[src/rtl/route_pkg.sv]
package route_pkg;
  localparam int NPORT = 5;
  localparam int PE = 0;
  localparam int PW = 1;
  localparam int PN = 2;
  localparam int PS = 3;
  localparam int PL = 4;
  typedef enum logic [2:0] {
    RS_XY  = 3'd0,
    RS_WF  = 3'd1,
    RS_NL  = 3'd2,
    RS_NF  = 3'd3,
    RS_OE  = 3'd4,
    RS_DYN = 3'd5
  } rule_set_e;
endpackage

[src/rtl/load_gauge.sv]
module load_gauge #(
  parameter int NFLAG = 4,
  parameter int THRESH = 2
) (
  input  logic [NFLAG-1:0] flags,
  output logic             busy
);
  localparam int CW = $clog2(NFLAG + 1);
  logic [CW-1:0] part [NFLAG+1];
  assign part[0] = '0;
  for (genvar i = 0; i < NFLAG; i++) begin : g_cnt
    assign part[i+1] = part[i] + CW'(flags[i]);
  end
  assign busy = (int'(part[NFLAG]) >= THRESH);
endmodule

[src/rtl/turn_filter.sv]
module turn_filter
  import route_pkg::*;
#(
  parameter int X_W = 3,
  parameter int Y_W = 3
) (
  input  logic [X_W-1:0]   cur_x,
  input  logic [Y_W-1:0]   cur_y,
  input  logic [X_W-1:0]   dst_x,
  input  logic [Y_W-1:0]   dst_y,
  input  logic [2:0]       in_port,
  input  logic [2:0]       mode,
  input  logic             busy,
  output logic [NPORT-1:0] allow
);
  logic [NPORT-1:0] prod, m_xy, m_oe, m_wf, m_nl, m_nf, others;
  logic go_e, go_w, go_n, go_s, mov_e, mov_ns;

  always_comb begin
    go_e = dst_x > cur_x;
    go_w = dst_x < cur_x;
    go_n = dst_y > cur_y;
    go_s = dst_y < cur_y;
    prod = '0;
    prod[PE] = go_e;
    prod[PW] = go_w;
    prod[PN] = go_n;
    prod[PS] = go_s;

    m_xy = prod;
    if (go_e || go_w) begin
      m_xy[PN] = 1'b0;
      m_xy[PS] = 1'b0;
    end

    mov_e  = (in_port == 3'd1);
    mov_ns = (in_port == 3'd2) || (in_port == 3'd3);
    m_oe = prod;
    if (!cur_x[0] && mov_e && prod[PE]) begin
      m_oe[PN] = 1'b0;
      m_oe[PS] = 1'b0;
    end
    others = m_oe;
    others[PW] = 1'b0;
    if (cur_x[0] && mov_ns && (others != '0)) m_oe[PW] = 1'b0;

    m_wf = prod;
    if (go_w) begin
      m_wf = '0;
      m_wf[PW] = 1'b1;
    end

    m_nl = prod;
    m_nl[PN] = 1'b0;
    if (m_nl == '0) m_nl = prod;

    m_nf = prod;
    if (go_w || go_s) begin
      m_nf[PE] = 1'b0;
      m_nf[PN] = 1'b0;
    end

    unique case (mode)
      RS_WF:   allow = m_wf;
      RS_NL:   allow = m_nl;
      RS_NF:   allow = m_nf;
      RS_OE:   allow = m_oe;
      RS_DYN:  allow = busy ? m_oe : m_xy;
      default: allow = m_xy;
    endcase

    if (prod == '0) begin
      allow = '0;
      allow[PL] = 1'b1;
    end
  end
endmodule

[src/rtl/port_pick.sv]
module port_pick
  import route_pkg::*;
(
  input  logic [NPORT-1:0] allow,
  input  logic [3:0]       cong,
  output logic [NPORT-1:0] grant
);
  logic [3:0] pool;
  logic       done;
  always_comb begin
    pool = allow[3:0] & ~cong;
    if (pool == '0) pool = allow[3:0];
    grant = '0;
    done  = 1'b0;
    if (allow[PL]) begin
      grant[PL] = 1'b1;
      done = 1'b1;
    end
    for (int i = 0; i < 4; i++) begin
      if (!done && pool[i]) begin
        grant[i] = 1'b1;
        done = 1'b1;
      end
    end
  end
endmodule

[src/rtl/route_unit.sv]
module route_unit
  import route_pkg::*;
#(
  parameter int X_W = 3,
  parameter int Y_W = 3,
  parameter int CONG_THRESH = 2
) (
  input  logic           clk,
  input  logic           rst_n,
  input  logic           in_valid,
  output logic           in_ready,
  input  logic [X_W-1:0] cur_x,
  input  logic [Y_W-1:0] cur_y,
  input  logic [X_W-1:0] dst_x,
  input  logic [Y_W-1:0] dst_y,
  input  logic [2:0]     in_port,
  input  logic [2:0]     mode,
  input  logic [3:0]     cong_flags,
  output logic           out_valid,
  input  logic           out_ready,
  output logic [4:0]     out_port
);
  logic             busy;
  logic [NPORT-1:0] allow, grant;

  load_gauge #(.NFLAG(4), .THRESH(CONG_THRESH)) u_gauge (
    .flags(cong_flags), .busy(busy));

  turn_filter #(.X_W(X_W), .Y_W(Y_W)) u_filter (
    .cur_x(cur_x), .cur_y(cur_y), .dst_x(dst_x), .dst_y(dst_y),
    .in_port(in_port), .mode(mode), .busy(busy), .allow(allow));

  port_pick u_pick (.allow(allow), .cong(cong_flags), .grant(grant));

  assign in_ready = !out_valid || out_ready;

  always_ff @(posedge clk) begin
    if (!rst_n) begin
      out_valid <= 1'b0;
      out_port  <= '0;
    end else if (in_ready) begin
      out_valid <= in_valid;
      if (in_valid) out_port <= grant;
    end
  end
endmodule

[config.mk]
export PLATFORM = sky130hd
export DESIGN_NAME = route_unit
export DESIGN_NICKNAME = d
export VERILOG_FILES = /design/src/rtl/route_pkg.sv /design/src/rtl/load_gauge.sv /design/src/rtl/turn_filter.sv /design/src/rtl/port_pick.sv /design/src/rtl/route_unit.sv
export SDC_FILE = /design/constraint.sdc
export NUM_CORES = 1
export LEC_CHECK = 0
export CAP_MARGIN = 20
export CORE_ASPECT_RATIO = 1.2
export CORE_UTILIZATION = 25
export CTS_CLUSTER_SIZE = 40
export DETAILED_ROUTE_END_ITERATION = 7
export DONT_BUFFER_PORTS = 1
export GPL_TIMING_DRIVEN = 0
export PLACE_DENSITY_LB_ADDON = 0.3
export SLEW_MARGIN = 20
export SYNTH_ARGS = -nofsm -noshare
export SYNTH_HDL_FRONTEND = slang
export SYNTH_SLANG_ARGS = --single-unit
[constraint.sdc]
create_clock -name clk -period 2.5 [get_ports clk]
set_clock_uncertainty 0.2 [all_clocks]
set_input_delay 0.25 -clock clk [delete_from_list [all_inputs] [get_ports clk]]
set_output_delay 0.25 -clock clk [all_outputs]
set_load 0.05 [all_outputs]
# Yosys cells after proc, flatten, opt, wreduce, memory -nomap -nowiden
# Index checks and enable logic that the tools add are counted.
dict set report totals {
  ram_bits 0
  output_inout_bits 7
  ff_bits 6
  in_bits 26
  romBits 0
  wordCells 62
  n_memories 0
  latchBits 0
}
dict set report classes {
  n_shift 0
  n_mul 0
  n_addsub 3
  muxes 19
  reduce_logical 23
  eq_ne 8
  div 0
  magnitude_cmp 5
  bitwise_logic 2
}
# op count
set op_table {}
lappend op_table {{4-bit one-hot mux with 5 select lines} 1}
lappend op_table {{3-bit by 2-bit == test with 1-bit output, second input constant} 4}
lappend op_table {{4-bit two-way mux} 3}
lappend op_table {{1-bit two-way mux} 11}
lappend op_table {{1-bit logical AND} 8}
lappend op_table {{4-bit logical NOT} 2}
lappend op_table {{3-bit by 1-bit adder with 3-bit output} 2}
lappend op_table {{3-bit by 1-bit == test with 1-bit output, second input constant} 2}
lappend op_table {{3-bit == test, second input constant} 2}
lappend op_table {{3-bit > comparator} 2}
lappend op_table {{1-bit logical NOT} 6}
lappend op_table {{3-bit < comparator} 2}
lappend op_table {{5-bit two-way mux} 1}
lappend op_table {{4-bit AND} 1}
lappend op_table {{1-bit logical OR} 4}
lappend op_table {{2-bit two-way mux} 2}
lappend op_table {{4-bit NOT} 1}
lappend op_table {{3-bit by 2-bit >= comparator with 1-bit output, second input constant} 1}
lappend op_table {{3-bit logical NOT} 1}
lappend op_table {{3-bit two-way mux} 1}
lappend op_table {{3-bit nonzero test} 1}
lappend op_table {{1-bit by 1-bit adder with 2-bit output} 1}
lappend op_table {{2-bit AND reduction} 1}

# Longest topological paths before layout
# Gate-level depths: netlist of the first run.
dict set report logic_depth {
  depth_word 24
  mapped_depth 8
  ltp_nobuf 8
}

# Hierarchy
# Synthesis of the first run repeated with hierarchy kept, for this count alone.
dict set report hier_totals {
  hier_cells 98
  hier_area_um2 757.0
}
# mod instances cells_per_inst area_per_inst_um2 seq_area_each_um2
set by_module_without_submodules {}
lappend by_module_without_submodules {turn_filter 1 43 306.5 0.0}
lappend by_module_without_submodules {route_unit 1 27 264.0 120.1}
lappend by_module_without_submodules {port_pick 1 22 142.6 0.0}
lappend by_module_without_submodules {load_gauge 1 6 43.8 0.0}

# Worst setup path before layout of the first run
# No wires, ideal clock.
dict set report synth_timing {
  path_type {input-to-reg}
  from {input cong_flags[0]}
  to {register out_port[0]}
  setup_ps 122
  path_stages 8
  setup_slack_ps 275
  t_arrival_ps 1904
  required_time_ps 2178
  n_path_buf 0
  path_cell_list {ha_1 -> ha_1 -> a211oi_1 -> a21oi_2 -> a21oi_1 -> nor4_2 -> nor3_1 -> o311a_1}
}
dict set report synth_between {
  elab_chain_cells 12
  elab_cells_between_ends 13
  classes_between {3 x add/sub; 1 x order compare; 5 x mux; 2 x bitwise; 2 x reduce/logical}
}
# element line
set synth_rtl {}
lappend synth_rtl {{start: declaration} route_unit.sv:18} ;# input logic [3:0] cong_flags,
lappend synth_rtl {{1-bit by 1-bit adder with 2-bit output} load_gauge.sv:12} ;# assign part[i+1] = part[i] + CW'(flags[i]);
lappend synth_rtl {{3-bit by 1-bit adder with 3-bit output (2 in series)} load_gauge.sv:12}
lappend synth_rtl {{3-bit by 2-bit >= comparator with 1-bit output} load_gauge.sv:14} ;# assign busy = (int'(part[NFLAG]) >= THRESH);
lappend synth_rtl {{4-bit two-way mux} turn_filter.sv:68} ;# RS_DYN: allow = busy ? m_oe : m_xy;
lappend synth_rtl {{4-bit one-hot mux with 5 select lines} turn_filter.sv:63} ;# unique case (mode)
lappend synth_rtl {{5-bit two-way mux} turn_filter.sv:72} ;# if (prod == '0) begin
lappend synth_rtl {{4-bit AND (*)} port_pick.sv:11} ;# pool = allow[3:0] & ~cong;
lappend synth_rtl {{4-bit logical NOT} port_pick.sv:12} ;# if (pool == '0) pool = allow[3:0];
lappend synth_rtl {{4-bit two-way mux (*)} port_pick.sv:12}
lappend synth_rtl {{1-bit logical AND (*)} port_pick.sv:20} ;# if (!done && pool[i]) begin
lappend synth_rtl {{1-bit two-way mux (*)} port_pick.sv:20}
lappend synth_rtl {{end signal: assignment} route_unit.sv:43} ;# if (in_valid) out_port <= grant;
lappend synth_rtl {{end: declaration} route_unit.sv:21} ;# output logic [4:0] out_port
# Every way passes the cells marked *; elsewhere a longest branch is shown, timed or not.
# A chain may end at the register's enable or synchronous reset.

# Worst setup path after layout of the first run
dict set report layout_timing {
  from {register out_valid}
  to {register out_port[2]}
}
dict set report layout_between {
  elab_chain_cells 3
}
# element line
set layout_rtl {}
lappend layout_rtl {{start: declaration} route_unit.sv:19} ;# output logic out_valid,
lappend layout_rtl {{start signal: assignment} route_unit.sv:42} ;# out_valid <= in_valid;
lappend layout_rtl {{1-bit logical NOT} route_unit.sv:35} ;# assign in_ready = !out_valid || out_ready;
lappend layout_rtl {{1-bit logical OR} route_unit.sv:35}
lappend layout_rtl {{net in_ready} route_unit.sv:11} ;# output logic in_ready,
lappend layout_rtl {{2-bit AND reduction (no source line)} n/a}
# The timed path passes the listed nets, and every way through them passes these cells.

==> results of run 1 <==
-- synthesized netlist by cell type (all sizes together), types with 3 or more instances --
cell    instances
inv             9
a21oi           8
ha              8
nand2           7
o21ai           7
dfxtp           6
a211oi          5
nand2b          4
nor3            4
nor2            3
-- placed cells by master (no fill, tap or decap), drive strengths merged, types with 3 or more instances in the layout --
| cell | instances |
|---|---|
| a211oi | 5 |
| a21oi | 8 |
| clkbuf | 3 |
| dfxtp | 6 |
| ha | 8 |
| inv | 9 |
| nand2 | 7 |
| nand2b | 4 |
| nor2 | 3 |
| nor3 | 4 |
| o21ai | 7 |
-- stage by stage --
step | cell area (sq um) | hold WS (ns) | setup slack (ns) | utilization | power [mW]
2_1_floorplan | 676 | 0.179 | 0.275 | - | 0.210
3_3_place_gp | 717 | 0.185 | 0.0759 | 0.281 | 0.226
3_5_place_dp | 717 | 0.187 | 0.0484 | 0.281 | 0.230
4_1_cts | 759 | 0.0400 | 0.184 | 0.298 | 0.329
5_1_grt | 759 | 0.0577 | 0.0491 | 0.298 | 0.349
6_report | 759 | 0.0525 | 0.192 | 0.298 | 0.322
-- worst max path at each step --
stage	end	slack, ns
after floorplan	out_port[0]	0.27
after detailed placement	out_port[0]	0.05
after global placement	out_port[0]	0.08
after global routing	out_port[2]	0.05
final	out_port[2]	0.19
after CTS	out_port[2]	0.18
-- registers in the layout, summed over array words and instances (netlist names) --
name       count
out_valid      1
out_port       5
-- power breakdown --
part	switching (mW)	total, mW	internal (mW)
clock	0.0373	0.0918	0.0545
sequential	0.0213	0.123	0.101
combinational	0.0641	0.108	0.0436
-- cell type report --
cell class	count	area [sq um]
fill	291	1790
multi-input combinational	71	522
sequential	6	120
tap	33	41.3
inverter	9	33.8
clock buffer	3	22.5
timing repair buffer	2	20.0
-- kinds of logic after synthesis --
group	count (synthesis)	share of synthesized area
compound gates	32	0.337
simple gates	31	0.287
buf+inv	9	0.0500
fa+ha+maj	8	0.148
flops	6	0.178
-- repair_timing --
action | 4_1_cts | 5_1_grt
hold buffers | 2 | 0
setup buffers | 0 | 0
hold endpoints to repair | 3 | 0
gates resized for setup | 0 | 0
-- layer usage --
| layer | vias up | track usage | share of wire |
|---|---|---|---|
| met2 | 28 | 0.205 | 0.49 |
| li1 | 340 | - | - |
| met5 | - | 0 | 0 |
| met3 | 2 | 0.0336 | 0.071 |
| met1 | 274 | 0.142 | 0.43 |
| met4 | 0 | 0.0939 | 0.011 |
-- worst reg2reg max path: cells and delay by family (launching register included) --
family          cells  cell delay, ns
compound gates      3            0.34
flops               1            0.63
simple gates        3            1.04
==> out/metrics.csv, run 1 <==
metric,value,unit
path_cells,nand2b_1 > nand2_1 > a211oi_2 > and3_1 > a32oi_1 > o21ai_1,
stdcell_count,124,
tightest_slew,0.614,ns
cp-end-kind,flip-flop,
critPathLaunch,out_valid,
synth_area_leaders,"dfxtp_1 (18%), ha_1 (15%), a21oi_1 (5.2%), inv_1 (5.0%), nand2_1 (3.9%)",
gp_congestion,0.815,
clock_path_buffers,2,
grt_pass1_wl,2.78,mm
syn_avg_cell_area,7.86,sq um
status,"finished, final reports clean",
cts_buffers,3,
arrival,2.24,ns
slew_violations,0,
viasPerCell,5.19,
max_freq,433,MHz
syn_inst,86,
synth_top_flop_cell,dfxtp_1,
reg2reg_from,out_valid,
routed_wl,1.68,mm
syn_area,676,sq um
antenna_found_initial,0,
dieArea,2920,sq um
netlist.area_leader.share,0.178,
total_leakage_power,0.326,nW
wl_per_cell,13.5,microns
vdd_ir_drop_max,154,uV
cts_max_level,1,
reg2regPathDepth,6,
cp_max_fo,5,
r2r_slack,0.19,ns
num_rows,20,
ant_nets,0,
criticalPathCategory,flip-flop to flip-flop,
hpwl,1.42,mm
timing.slew.headroom,0.591,
grt_overflow,0,
die_w,49.5,microns
nets,127,
rsz0062_at_grt,no,
r2r-end,out_port[2],
async_flop_share,0,
whs_endpoint,out_port[1],
cpPeakStageDelay,0.63,ns
critPathRequiredTime,2.43,ns
drive_gt1_frac,0.0989,
cts_tree,done,
ys_seq_area_frac,0.178,
vias,644,
syn-num-nets,120,
clock_latency,0.25,ns
period_needed,2.31,ns
hold_class,input pin to flip-flop,
path_clk_slew,0.05,ns
ys_seq_elements,6,
grt_max_degree,8,
hold_viol,0,
hold_start,cong_flags[1],
initial_utilization,0.265,
clkSinkCount,6,
num_antenna_cells,0,
core_area,2550,sq um
finalCritPeriodShare,0.923,
ys_warn_count,0,
die-height,58.9,microns
place_inst,119,
fin_setup_tns,0,ns
drt-pass1-iter-count,4,
synth_top_area_cell,dfxtp_1,
io-pin-count,33,
setup_viol,0,
port_buffers,0,
root_buffer,clkbuf_4,
holdPathStages,2,
path_buf_inv,0,
drc,0,
drv_cap,0,
synthDistinctLibCells,32,
slowest_stage,dfxtp_1,
grt_use_total,0.126,
syn_to_final_growth,12.4,%
grt_pass1_vias,682,
dr.first_iter.drc_count,6,
power_density,424,nW/um^2
synth-edff-count,0,
path_delay_family,simple AND/OR/NAND/NOR gates,
critical_path_depth,6,
start_kind,flip-flop,
Note: power is estimated with default switching activity, not from simulation.
==> run 2, diff against run 1 <==
GPL_TIMING_DRIVEN = 1   (was 0)
==> run 2 against run 1 <==
Net effect: critical path depth grew 2; critical endpoint is now out_port[0]; final area up 2.0%; sequential share of layout area shrank 0.31 points; via count rose by 3.9%.
==> out/metrics.csv, run 2 (same netlist as run 1, synthesis figures left out) <==
metric,value,unit
fillCellCount,298,
hold_class,input pin to flip-flop,
clkSinkCount,6,
core_area,2550,sq um
layout_common_cells,"inv_1 (9), ha_1 (8), nand2_1 (7), a21oi_1 (7), dfxtp_1 (6)",
io-pin-count,33,
drive_gt1_frac,0.118,
grt_pass1_vias,682,
hold_start,cong_flags[1],
grt_overflow,0,
status,"finished, final reports clean",
cp_max_fo,6,
wl_per_cell,13.7,microns
fin_setup_tns,0,ns
drc,0,
cts_max_level,1,
rsz0062_at_grt,no,
p_switching,121,uW
final_common_cell,inv_1,
finalCritPeriodShare,0.858,
num_antenna_cells,0,
place_inst,121,
hold_slack,0.0679,ns
criticalPathCategory,input pin to flip-flop,
p_comb_frac,0.354,
start_kind,input pin,
cts_buffers,3,
largestRegisters,"out_port (5), out_valid (1)",
power_switching_share,0.376,
nets,129,
total_leakage_power,0.335,nW
vdd_ir_drop_max,133,uV
cp-end-kind,flip-flop,
grt_max_degree,8,
fin_util,0.303,
slew_violations,0,
stdcell_count,126,
timing.slew.headroom,0.638,
ant_nets,0,
path_clk_slew,0.04,ns
root_buffer,clkbuf_4,
grt_pass1_wl,2.78,mm
syn_to_final_growth,14.6,%
port_buffers,0,
num_rows,20,
grt_use_total,0.126,
pwr-share-clk,0.277,
seqPwrFrac,0.369,
dieArea,2920,sq um
tightest_slew,0.542,ns
max_freq,466,MHz
top_register,out_port,
power_density,417,nW/um^2
internal_power,201,uW
viasPerCell,5.31,
clock_latency,0.24,ns
gp_congestion,0.789,
largest_reg_flops,5,
cts_tree,done,
hpwl,1.47,mm
setup_viol,0,
reg2reg_from,out_valid,
die-height,58.9,microns
antenna_found_initial,0,
period_needed,2.15,ns
critPathLaunch,cong_flags[0],
drt-pass1-iter-count,4,
initial_utilization,0.265,
critPathRequiredTime,2.43,ns
die_w,49.5,microns
clock_path_buffers,2,
dr.first_iter.drc_count,9,
vias,669,
hold_viol,0,
drv_cap,0,
routed_wl,1.72,mm
arrival,2.08,ns
finalPower,323,uW
postCtsSetupBuffers,0,
==> run 2: worst max-delay path, stage by stage <==
cell      delay, ns
ha_1           0.27
ha_1           0.27
a211oi_1       0.07
a21oi_2        0.25
a211oi_1       0.15
nor3_1         0.36
nor3_1         0.11
o311a_1        0.33
==> run 2: repair_timing <==
item                      in CTS  in global routing
hold buffers                   2                  0
gates resized for setup        0                  0
hold endpoints to repair       3                  0
==> run 2: power by group through the flow <==
| stage | Clock (mW) | Combinational (mW) | Sequential (mW) |
|---|---|---|---|
| 4_1_cts | 0.0944 | 0.114 | 0.119 |
| 2_1_floorplan | 0 | 0.0861 | 0.124 |
| 6_report | 0.0892 | 0.114 | 0.119 |
| 3_5_place_dp | 0 | 0.111 | 0.121 |
| 3_3_place_gp | 0 | 0.109 | 0.121 |
| 5_1_grt | 0.104 | 0.129 | 0.120 |
==> run 2: metal layers <==
metal  global-route usage  part of all wire  vias up
li1                     -                 -      344
met1                0.151              0.44      298
met2                0.215              0.49       27
met3               0.0155             0.071        0
met4               0.0735                 0        0
met5                    0                 0        -
==> run 2: path summary, 6_finish.rpt <==
check / endpoint / slack (ns) / cells after the start
setup / recovery: out_port[0] / 0.35 / 8
hold / removal: out_port[1] / 0.07 / 2
setup reg to reg: out_port[2] / 1.01 / 6
hold reg to reg: out_valid / 0.55 / 3
==> run 2: per-stage QoR <==
| step | cell area (sq um) | worst slack, ns |
|---|---|---|
| after detailed placement | 732 | 0.102 |
| after global placement | 732 | 0.134 |
| after global routing | 774 | 0.207 |
| after floorplan | 676 | 0.275 |
| final | 774 | 0.355 |
| after CTS | 774 | 0.367 |
==> run 2: layout make-up <==
type                            instances  area (sq um)  share of cell area
Sequential cell                         6           120               0.155
Multi-Input combinational cell         71           522               0.674
Tap cell                               33          41.3              0.0533
Inverter                                9          33.8              0.0436
Clock buffer                            3          22.5              0.0291
Timing Repair Buffer                    4          35.0              0.0452
==> run 3, diff against run 2 <==
clock period = 2.56 ns   (was 2.5 ns; I/O delays follow)
==> run 3 against run 2 <==
Net effect: sequential share of layout area is the same; non-clock buffer count is the same; clock power shrank 5.5%; largest power group unchanged; highest routed layer is now met4.
==> out/metrics.csv, run 3 (same netlist as run 1, synthesis figures left out) <==
metric,value,unit
r2r_slack,1.08,ns
power_density,403,nW/um^2
total_leakage_power,0.335,nW
cpPeakStageDelay,0.36,ns
vias,668,
root_buffer,clkbuf_4,
dp_slack,0.176,ns
path_clk_slew,0.04,ns
timing.slew.headroom,0.643,
final_common_cell,inv_1,
routed_wl,1.69,mm
tightest_slew,0.535,ns
largest_reg_flops,5,
drt-pass1-iter-count,4,
slew_violations,0,
clock_path_buffers,2,
place_area,732,sq um
wl_per_cell,13.4,microns
start_kind,input pin,
finalCritPeriodShare,0.844,
hold_class,input pin to flip-flop,
io-pin-count,33,
drive_gt1_frac,0.118,
setup_slack,0.398,ns
grt_pass1_wl,2.77,mm
dieArea,2920,sq um
cp_max_fo,6,
core_area,2550,sq um
criticalPathCategory,input pin to flip-flop,
seqCellArea,120,sq um
rsz0062_at_grt,no,
viasPerCell,5.30,
die-height,58.9,microns
num_antenna_cells,0,
cts_tree,done,
fin_setup_tns,0,ns
grt_max_degree,8,
grt_overflow,0,
layout_common_cells,"inv_1 (9), ha_1 (8), nand2_1 (7), a21oi_1 (7), dfxtp_1 (6)",
path_cells,ha_1 > ha_1 > a211oi_1 > a21oi_2 > a211oi_1 > nor3_1 > nor3_1 > o311a_1,
antenna_found_initial,0,
drv_cap,0,
stdcell_area,774,sq um
cts_max_level,1,
clock_latency,0.24,ns
path_delay_family,compound AO/OA/AOI/OAI gates,
hpwl,1.45,mm
num_rows,20,
stdcell_count,126,
nets,129,
path_buf_inv,0,
drc,0,
cts-resized-gates,0,
die_w,49.5,microns
syn_to_final_growth,14.6,%
critPathRequiredTime,2.54,ns
top_register,out_port,
dr.first_iter.drc_count,7,
ant_nets,0,
fillCellCount,289,
cp-end-kind,flip-flop,
max_freq,463,MHz
multiInputGateArea,522,sq um
vdd_ir_drop_max,148,uV
arrival,2.14,ns
grt_use_total,0.124,
slowest_stage,a211oi_1,
clkSinkCount,6,
hold_viol,0,
initial_utilization,0.265,
fin_util,0.303,
gp_congestion,0.791,
largestRegisters,"out_port (5), out_valid (1)",
setup_viol,0,
period_needed,2.16,ns
grt_pass1_vias,682,
status,"finished, final reports clean",
port_buffers,0,
place_inst,121,
cts_buffers,3,
run 3: cell counts in the layout (fill, tap and decap cells not counted):
Identical to the previous run, type by type.
run 3: final cells by class:
cell class / instances / share of cell area
tap: 33 / 0.0533
inverter: 9 / 0.0436
multi-input combinational: 71 / 0.674
clock buffer: 3 / 0.0291
timing repair buffer: 4 / 0.0452
sequential: 6 / 0.155
run 3: path summary, 6_finish.rpt:
check,startpoint,end,depth (start not counted)
setup / recovery,cong_flags[0],out_port[0],8
hold / removal,rst_n,out_port[4],2
hold reg to reg,out_valid,out_valid,3
setup reg to reg,out_valid,out_port[2],6
run 3: through the flow:
step | power (mW) | hold WS [ns]
finish | 0.312 | 0.0125
global route | 0.338 | 0.0269
CTS | 0.316 | 0.00884
detailed placement | 0.226 | 0.192
global placement | 0.225 | 0.190
floorplan | 0.205 | 0.185
run 3: worst register-to-register path: stages (launching register included):
cell	delay (ns)
dfxtp_1	0.30
nand2b_1	0.09
nand2_1	0.14
a211oi_2	0.23
nor3b_2	0.24
o21ai_1	0.09
o21ai_1	0.13
run 3: power breakdown:
part	total [mW]	switching (mW)	internal, mW
logic	0.111	0.0665	0.0446
registers	0.116	0.0175	0.0990
clock network	0.0843	0.0314	0.0529
run 3: layer usage:
metal / global-route usage / routed length [microns]
met2: 0.207 / 784
met1: 0.151 / 747
met3: 0.0284 / 139
met5: 0 / 0
met4: 0.0612 / 17
run 3: repair_timing:
action                                 CTS  global route
endpoints found under the hold margin    2             0
buffers inserted                         0             0
hold buffers                             2             0
